**src/rtl/clkgate_bank_pkg.sv**
```systemverilog
package clkgate_bank_pkg;
    localparam int DATA_W         = 32;
    localparam int GATES_PER_WORD = DATA_W / 2;

    typedef logic [GATES_PER_WORD-1:0] slot_vec_t;

    function automatic int words_for(input int gates);
        return (gates + GATES_PER_WORD - 1) / GATES_PER_WORD;
    endfunction

    function automatic int idx_width(input int words);
        return (words > 1) ? $clog2(words) : 1;
    endfunction
endpackage

```
**src/rtl/clkgate_bank_decode.sv**
```systemverilog
module clkgate_bank_decode
    import clkgate_bank_pkg::*;
#(
    parameter int ADDR_W    = 8,
    parameter int BASE_ADDR = 'h54,
    parameter int NUM_WORDS = 3,
    localparam int IDX_W    = idx_width(NUM_WORDS)
) (
    input  logic [ADDR_W-1:0] addr,
    output logic              hit,
    output logic [IDX_W-1:0]  word_idx
);
    localparam logic [ADDR_W-1:0] BASE_V  = ADDR_W'(BASE_ADDR);
    localparam logic [ADDR_W-1:0] WORDS_V = ADDR_W'(NUM_WORDS);

    logic [ADDR_W-1:0] offs;

    always_comb begin
        offs     = addr - BASE_V;
        hit      = (addr >= BASE_V) && (offs[1:0] == 2'b00)
                   && ({2'b00, offs[ADDR_W-1:2]} < WORDS_V);
        word_idx = offs[IDX_W+1:2];
    end
endmodule

```
**src/rtl/clkgate_bank_word.sv**
```systemverilog
module clkgate_bank_word
    import clkgate_bank_pkg::*;
#(
    parameter int                   WORD_IDX   = 0,
    parameter int                   NUM_GATES  = 40,
    parameter logic [NUM_GATES-1:0] RO_MASK    = '0,
    parameter logic [NUM_GATES-1:0] STOP_RESET = '0
) (
    input  logic              clk,
    input  logic              rst_n,
    input  logic              wr_sel,
    input  logic [DATA_W-1:0] wdata,
    output slot_vec_t         stop_o,
    output slot_vec_t         en_o
);
    logic wdata_unused;
    assign wdata_unused = ^wdata;

    for (genvar s = 0; s < GATES_PER_WORD; s++) begin : g_slot
        localparam int G = WORD_IDX * GATES_PER_WORD + s;
        if (G >= NUM_GATES) begin : g_absent
            assign stop_o[s] = 1'b0;
            assign en_o[s]   = 1'b0;
        end else if (RO_MASK[G]) begin : g_fixed
            assign stop_o[s] = STOP_RESET[G];
            assign en_o[s]   = ~STOP_RESET[G];
        end else begin : g_live
            logic stop_q;
            logic en_q;
            always_ff @(posedge clk or negedge rst_n) begin
                if (!rst_n) begin
                    stop_q <= STOP_RESET[G];
                end else if (wr_sel && wdata[2*s+1]) begin
                    stop_q <= wdata[2*s];
                end
            end
            always_ff @(posedge clk or negedge rst_n) begin
                if (!rst_n) begin
                    en_q <= ~STOP_RESET[G];
                end else begin
                    en_q <= ~stop_q;
                end
            end
            assign stop_o[s] = stop_q;
            assign en_o[s]   = en_q;
        end
    end
endmodule

```
**src/rtl/clkgate_bank_rdmux.sv**
```systemverilog
module clkgate_bank_rdmux
    import clkgate_bank_pkg::*;
#(
    parameter int NUM_WORDS = 3,
    localparam int IDX_W    = idx_width(NUM_WORDS)
) (
    input  logic                           clk,
    input  logic                           rst_n,
    input  logic                           rd_en,
    input  logic                           hit,
    input  logic [IDX_W-1:0]               word_idx,
    input  slot_vec_t [NUM_WORDS-1:0]      stop_words,
    output logic [DATA_W-1:0]              rdata,
    output logic                           rvalid
);
    slot_vec_t         sel_slots;
    logic [DATA_W-1:0] rd_word;

    always_comb begin
        sel_slots = '0;
        for (int w = 0; w < NUM_WORDS; w++) begin
            if (hit && (word_idx == IDX_W'(w))) begin
                sel_slots = stop_words[w];
            end
        end
        rd_word = '0;
        for (int s = 0; s < GATES_PER_WORD; s++) begin
            rd_word[2*s] = sel_slots[s];
        end
    end

    always_ff @(posedge clk or negedge rst_n) begin
        if (!rst_n) begin
            rdata  <= '0;
            rvalid <= 1'b0;
        end else begin
            rvalid <= rd_en;
            rdata  <= rd_en ? rd_word : '0;
        end
    end
endmodule

```
**src/rtl/clkgate_bank.sv**
```systemverilog
module clkgate_bank
    import clkgate_bank_pkg::*;
#(
    parameter int                   ADDR_W     = 8,
    parameter int                   BASE_ADDR  = 'h54,
    parameter int                   NUM_GATES  = 40,
    parameter logic [NUM_GATES-1:0] RO_MASK    = 40'h00_0000_0030,
    parameter logic [NUM_GATES-1:0] STOP_RESET = 40'h80_0000_0020
) (
    input  logic                 clk,
    input  logic                 rst_n,
    input  logic                 wr_en,
    input  logic                 rd_en,
    input  logic [ADDR_W-1:0]    addr,
    input  logic [31:0]          wdata,
    output logic [31:0]          rdata,
    output logic                 rvalid,
    output logic [NUM_GATES-1:0] gate_en
);
    localparam int NUM_WORDS = words_for(NUM_GATES);
    localparam int IDX_W     = idx_width(NUM_WORDS);

    logic                      hit;
    logic [IDX_W-1:0]          word_idx;
    slot_vec_t [NUM_WORDS-1:0] stop_words;
    slot_vec_t [NUM_WORDS-1:0] en_words;
    logic                      en_unused;

    clkgate_bank_decode #(
        .ADDR_W    (ADDR_W),
        .BASE_ADDR (BASE_ADDR),
        .NUM_WORDS (NUM_WORDS)
    ) decode_i (
        .addr     (addr),
        .hit      (hit),
        .word_idx (word_idx)
    );

    for (genvar w = 0; w < NUM_WORDS; w++) begin : g_word
        logic wr_sel;
        assign wr_sel = wr_en && hit && (word_idx == IDX_W'(w));
        clkgate_bank_word #(
            .WORD_IDX   (w),
            .NUM_GATES  (NUM_GATES),
            .RO_MASK    (RO_MASK),
            .STOP_RESET (STOP_RESET)
        ) word_i (
            .clk    (clk),
            .rst_n  (rst_n),
            .wr_sel (wr_sel),
            .wdata  (wdata),
            .stop_o (stop_words[w]),
            .en_o   (en_words[w])
        );
    end

    for (genvar g = 0; g < NUM_GATES; g++) begin : g_en
        assign gate_en[g] = en_words[g / GATES_PER_WORD][g % GATES_PER_WORD];
    end
    assign en_unused = ^en_words;

    clkgate_bank_rdmux #(
        .NUM_WORDS (NUM_WORDS)
    ) rdmux_i (
        .clk        (clk),
        .rst_n      (rst_n),
        .rd_en      (rd_en),
        .hit        (hit),
        .word_idx   (word_idx),
        .stop_words (stop_words),
        .rdata      (rdata),
        .rvalid     (rvalid)
    );
endmodule

```
**config.mk**
```make
export PLATFORM = sky130hd
export DESIGN_NAME = clkgate_bank
export DESIGN_NICKNAME = d
export VERILOG_FILES = /design/src/rtl/clkgate_bank_pkg.sv /design/src/rtl/clkgate_bank_decode.sv /design/src/rtl/clkgate_bank_word.sv /design/src/rtl/clkgate_bank_rdmux.sv /design/src/rtl/clkgate_bank.sv
export SDC_FILE = /design/constraint.sdc
export NUM_CORES = 1
export LEC_CHECK = 0
export BUFFER_PORTS_ARGS = -buffer_cell sky130_fd_sc_hd__buf_2
export CAP_MARGIN = 5
export CORE_MARGIN = 2
export CORE_UTILIZATION = 48
export CTS_BUF_LIST = sky130_fd_sc_hd__clkbuf_4 sky130_fd_sc_hd__clkbuf_8 sky130_fd_sc_hd__clkbuf_16
export CTS_CLUSTER_SIZE = 14
export DETAILED_ROUTE_END_ITERATION = 10
export GPL_TIMING_DRIVEN = 0
export PLACE_DENSITY = 0.76
export RECOVER_POWER = 25
export SETUP_SLACK_MARGIN = 0.4
export SYNTH_ARGS = -nofsm -noshare
export SYNTH_HDL_FRONTEND = slang
export SYNTH_HIERARCHICAL = 1
export SYNTH_SLANG_ARGS = --single-unit
```
**constraint.sdc**
```tcl
create_clock -name clk -period 0.9 [get_ports clk]
set_input_delay 0.135 -clock clk [delete_from_list [all_inputs] [get_ports clk]]
set_output_delay 0.135 -clock clk [all_outputs]
set_load 0.03 [all_outputs]
```
* After elaboration in Yosys (flattened, before gate mapping)
Cells that the tools add are included.
Operators by class: reduce and logical (&&, ||, !) cells 49, $lt $le $gt $ge 2, bitwise operators 38, mux-type cells 4, eq/ne operators 2, $add $sub $neg 1
Operator list (count):
- 2-to-1 mux 16 bit | 3
- logical AND 1 bit | 47
- NOT 1 bit | 38
- 2-to-1 mux 31 bit | 1
- greater-or-equal comparator 8 x 7 -> 1 bit, second input constant | 1
- subtractor 8 x 7 -> 8 bit, second input constant | 1
- < comparator 6 x 2 -> 1 bit, second input constant | 1
- logical NOT 2 bit | 2
- == test 2 x 1 -> 1 bit, second input constant | 1
- == test 2 bit, second input constant | 1
Word-level totals: register bits 109, output and inout bits 73

* Longest topological paths before layout
depth after elaboration 9, gate-level depth with buffers 9

* Cells and area by module
The synthesis kept the hierarchy.
Modules (own cells, without submodules):
- clkgate_bank_word (g_word[1].word_i) | cells an instance 114, times used 1, sequential area each 820.8 um^2, area an instance 1421.4 um^2
- clkgate_bank_word (g_word[0].word_i) | cells an instance 105, times used 1, sequential area each 718.2 um^2, area an instance 1277.5 um^2
- clkgate_bank_rdmux | cells an instance 95, times used 1, sequential area each 425.4 um^2, area an instance 972.2 um^2
- clkgate_bank_word (g_word[2].word_i) | cells an instance 74, times used 1, sequential area each 410.4 um^2, area an instance 845.8 um^2
- clkgate_bank_decode | cells an instance 12, times used 1, sequential area each 0.0 um^2, area an instance 86.3 um^2
- clkgate_bank | cells an instance 3, times used 1, sequential area each 0.0 um^2, area an instance 35.0 um^2

* Least setup slack after synthesis
Ideal clock, no wire load.
path type in2reg, start in addr[2], end reg g_word[1].word_i.g_slot[0].g_live.stop_q, arrival 1.892 ns, stages on the path 9, data required time 0.775 ns, setup slack -1.117 ns, cells stage by stage inv_1 > ha_1 > nand4b_1 > a2111oi_2 > and4b_2 > buf_6 > buf_6 > nand2_1 > mux2_4
On the way: cells in the longest elaborated chain, start to end 6
Ends and longest elaborated chain:
- start, declared | RTL line clkgate_bank.sv:14 | input logic [ADDR_W-1:0] addr,
- subtractor 8 x 7 -> 8 bit or greater-or-equal comparator 8 x 7 -> 1 bit (tied branches) | RTL line clkgate_bank_decode.sv:19, clkgate_bank_decode.sv:20
- < comparator 6 x 2 -> 1 bit or logical AND 1 bit (tied branches) | RTL line clkgate_bank_decode.sv:21, clkgate_bank_decode.sv:20
- logical AND 1 bit * | RTL line clkgate_bank_decode.sv:21 | && ({2'b00, offs[ADDR_W-1:2]} < WORDS_V);
- via hit | RTL line clkgate_bank.sv:23 | logic hit;
- logical AND 1 bit * (2 in series) | RTL line clkgate_bank.sv:41 | assign wr_sel = wr_en && hit && (word_idx == IDX_W'(w));
- via g_word[1].wr_sel | RTL line clkgate_bank.sv:40 | logic wr_sel;
- logical AND 1 bit * | RTL line clkgate_bank_word.sv:33 | end else if (wr_sel && wdata[2*s+1]) begin
- end signal, assigned | RTL line clkgate_bank_word.sv:32 | stop_q <= STOP_RESET[G];
- end signal, assigned | RTL line clkgate_bank_word.sv:34 | stop_q <= wdata[2*s];
- end, declared | RTL line clkgate_bank_word.sv:28 | logic stop_q;
The timed path passes the listed nets; every way through them passes the cells marked *. A chain may end at the register's enable or synchronous reset.

* Worst setup path after layout
start in addr[2], end reg g_word[2].word_i.g_slot[3].g_live.stop_q
On the way: cells in the longest elaborated chain, start to end 6
Ends and longest elaborated chain:
- subtractor 8 x 7 -> 8 bit | RTL line clkgate_bank_decode.sv:19 | offs = addr - BASE_V;
- via word_idx[0] | RTL line clkgate_bank.sv:24 | logic [IDX_W-1:0] word_idx;
- < comparator 6 x 2 -> 1 bit | RTL line clkgate_bank_decode.sv:21
- logical AND 1 bit | RTL line clkgate_bank_decode.sv:21
- via hit | RTL line clkgate_bank.sv:23
- logical AND 1 bit (2 in series) | RTL line clkgate_bank.sv:41
- via g_word[2].wr_sel | RTL line clkgate_bank.sv:40
- logical AND 1 bit | RTL line clkgate_bank_word.sv:33
- end signal, assigned | RTL line clkgate_bank_word.sv:32
- end signal, assigned | RTL line clkgate_bank_word.sv:34
- end, declared | RTL line clkgate_bank_word.sv:28
The timed path passes the listed nets, and every way through them passes these cells.

==> results.txt <==
Data arrives at the worst endpoint at 2.03 ns. The post-CTS clock slew at the launch and capture registers of the worst setup and hold paths is 0.08 ns. The kind of end point of the critical path is a flip-flop. The pin count of the biggest net entering global routing came out at 52. The global-route usage over all layers came out at 20.7%. The worst-case clock skew is 0.00982 ns. The share of cells above drive strength 1 is 73.8%.

The synthesized area per cell is 11.6 um2. The cell type of the slowest stage on the worst timing path is sky130_fd_sc_hd__a2111oi_4. In this run, the combinational gates consume 13.2% of the power.

The number of antenna diodes in the final layout is 0. Setup repair after global routing could not meet its margin everywhere. The critical hold path startpoint is rd_en.

The final reports fail on negative hold slack, negative setup slack. The startpoint identified for the worst register-to-register timing path is g_word[0].word_i/g_slot[15].g_live.stop_q$_DFFE_PN0P_. The floorplan step defined a die boundary enclosing 10300 um2.

The number of endpoints with negative hold slack in the final report came out at 27. The critical path goes through buf_8, inv_8, ha_4, nand4b_1, a2111oi_4, buf_4, buf_6, and4b_2, buf_12, nand2_4, mux2_4. Summing over every cut layer, the via total after detailed routing is 3008. The clock share of power came out at 36.2%. In the routed layout, each cell is associated on average with a via count of 4.43.

Net switching is 23.8% of the power. The start point of the critical path is addr[2]. The clock root buffer master is sky130_fd_sc_hd__clkbuf_8. The slew of the pin with the lowest slew margin is 1.10 ns. The final layout net count is 592.

The total leakage power is 0.00330 uW. The number of max-capacitance violations reported came out at 0. The gate count of the mapped netlist is 395. The number of antenna violations at the first check in global routing came to 0. The die extent in x is 102 um. The number of I/O pins is 117. The initialized floorplan defines 35 standard-cell rows.

The global-route wire length before repair came out at 15900 um. The total clock buffers created by CTS is 9. The number of max-slew violations in the final report came out at 0. The flow ran to the end, but the final reports show violations. The cell internal power dissipation came out at 6590 uW.

The half-perimeter wire length after detailed placement is 6400 um. The leftover overflow at the end of global routing came out at 0. The power consumption came out at 8650 uW. The count of final setup violators came out at 109. The placeable core region is 9240 um2.

The biggest cell delay along the critical path came out at 0.40 ns. The tightest min-delay check is of the primary input to flip-flop type. The starting density of the core is 49.5%.

The count of fill cells added during filler insertion is 599. No sink is reached through more buffers than the 2 on the longest clock path. Summing every instance area after synthesis gives 4580 um2. The register area is 2400 um2.

The number of global-route vias before repair is 3262. The clock drives 93 sinks. The endpoint identified for the worst register-to-register timing path is rdmux_i/rdata[30]$_DFF_PN0_.

Across the VDD grid, the largest voltage drop is 0.000733 V. The end of the critical path is g_word[2].word_i/g_slot[3].g_live.stop_q$_DFFE_PN0P_. The first-iteration detailed-routing DRC count is 78.

The first detailed-routing pass ran for 4 iterations. The highest net fanout along the worst path came out at 8. The floorplan die height is 102 um. From synthesis to final layout, the design area changed by 47.6%. Measured against its own limit, the worst slew margin works out to 26.7%. After layout, the minimum clock period comes to 1.79 ns. For this run, the top clock speed supported by timing is 559 MHz. The remaining routing DRC violations is 0. The start-to-end type of the worst setup path is primary input to flip-flop. The wire length reported by the detailed router came out at 10000 um. Of the available clock period, the critical path in the final layout requires 199%. The setup slack of the critical path after layout is -0.888 ns. The deepest level of the CTS H-tree came out at 3. The CTS tree is done. The power per unit of standard cell area is 1280 nW/um2. The combined area of the multi-input logic cells is 1610 um2. The share of power burned in registers is 50.5%. The worst hold margin is -0.0498 ns. The data required time at the worst endpoint is 1.14 ns. The setup slack of the most critical reg-to-reg path came out at -0.13 ns.

The yosys synthesis warning count is 6. The remaining antenna violation count after routing came out at 0. The routability congestion estimate is 0.795. The worst setup path is launched from a primary input.

The later-pin clock latency in the skew report is 0.36 ns. In the final routed layout, each cell accounts on average for 14.7 um. The number of buffer cells added on primary ports came out at 98.

The number of cells on the worst reg-to-reg path is 4. The switching power came out at 2060 uW. Once layout is complete, the utilization of the core stands at 73.1%.
-- through the flow --
stage          area [um2]  hold slack, ns  setup TNS [ns]  std cells  setup WS [ns]
3_3_place_gp         5570           0.277         -149.10        646          -1.34
6_report             6760         -0.0498          -58.34        679         -0.888
5_1_grt              6760         -0.0636          -67.34        679         -0.942
3_5_place_dp         5600           0.164          -69.84        647          -1.43
4_1_cts              6680          -0.227          -57.52        676         -0.859
2_1_floorplan        4920          -0.161          -47.30        419          -1.01
-- layout make-up --
type	instances	area share (%)
Clock inverter	3	1.02
Inverter	41	2.43
Timing Repair Buffer	116	16.2
Multi-Input combinational cell	168	23.8
Sequential cell	93	35.5
Buffer	117	16.3
Clock buffer	12	2.35
Tap cell	129	2.39
-- registers in the layout (all words and copies together) (netlist names) --
name and cells:
g_word.word_i/g_slot.g_live.en_q 38, g_word.word_i/g_slot.g_live.stop_q 38, rdmux_i/rdata 16, rdmux_i/rvalid 1
-- cell usage in the layout (no fill, tap or decap), types with 5 or more instances in the layout --
cell type and n:
sky130_fd_sc_hd__inv_1 37, sky130_fd_sc_hd__a21oi_2 8, sky130_fd_sc_hd__o221ai_2 12, sky130_fd_sc_hd__dfstp_2 38, sky130_fd_sc_hd__a21oi_1 6, sky130_fd_sc_hd__clkbuf_8 11
sky130_fd_sc_hd__nand2b_1 15, sky130_fd_sc_hd__mux2_2 10, sky130_fd_sc_hd__conb_1 28, sky130_fd_sc_hd__nand2_4 20, sky130_fd_sc_hd__nand2_1 5, sky130_fd_sc_hd__nand2_2 14
sky130_fd_sc_hd__dfrtp_1 38, sky130_fd_sc_hd__mux2_4 28, sky130_fd_sc_hd__buf_6 102, sky130_fd_sc_hd__buf_2 39, sky130_fd_sc_hd__buf_4 75, sky130_fd_sc_hd__dfrtp_2 17
-- what timing repair did --
item,CTS,global route
setup endpoints to repair,147,182
gates cloned,3,0
pin swaps,5,0
hold endpoints to repair,27,27
resized for setup,203,15
buffers inserted,11,3
-- power groups by stage --
stage                     clock (uW)  sequential, uW  combinational [uW]
after detailed placement           0            4440                 978
after global routing            3360            4380                1230
after CTS                       3180            4370                1120
after global placement             0            4440                 937
after floorplan                    0            4430                 649
final                           3130            4370                1150
-- worst max-delay path, delay by kind of cell --
kind            cells  cell delay [ns]
compound gates      1             0.40
simple gates        3             0.50
buf+inv             5             0.54
fa+ha+maj           1             0.14
mux                 1             0.30
-- worst min-delay path by stage --
stage                                                            end  slack (ns)  cells after the start
2_1_floorplan   g_word[0].word_i/g_slot[0].g_live.stop_q$_DFFE_PN0P_       -0.16                      0
3_3_place_gp                                rdmux_i/rvalid$_DFF_PN0_        0.28                      1
3_5_place_dp    g_word[1].word_i/g_slot[0].g_live.stop_q$_DFFE_PN0P_        0.16                      1
4_1_cts        g_word[0].word_i/g_slot[12].g_live.stop_q$_DFFE_PN0P_       -0.23                      1
5_1_grt                                     rdmux_i/rvalid$_DFF_PN0_       -0.06                      1
6_report                                    rdmux_i/rvalid$_DFF_PN0_       -0.05                      1
-- metal layers --
| metal | vias to the layer above | share of wire (%) | track usage, % |
|---|---|---|---|
| met5 | - | 0 | 0 |
| met3 | 21 | 4.2 | 3.38 |
| met4 | 0 | 2.7 | 10.3 |
| li1 | 1431 | - | - |
| met1 | 1459 | 40 | 24.3 |
| met2 | 97 | 53 | 36.5 |
Note: power is estimated with default switching activity, not from simulation.
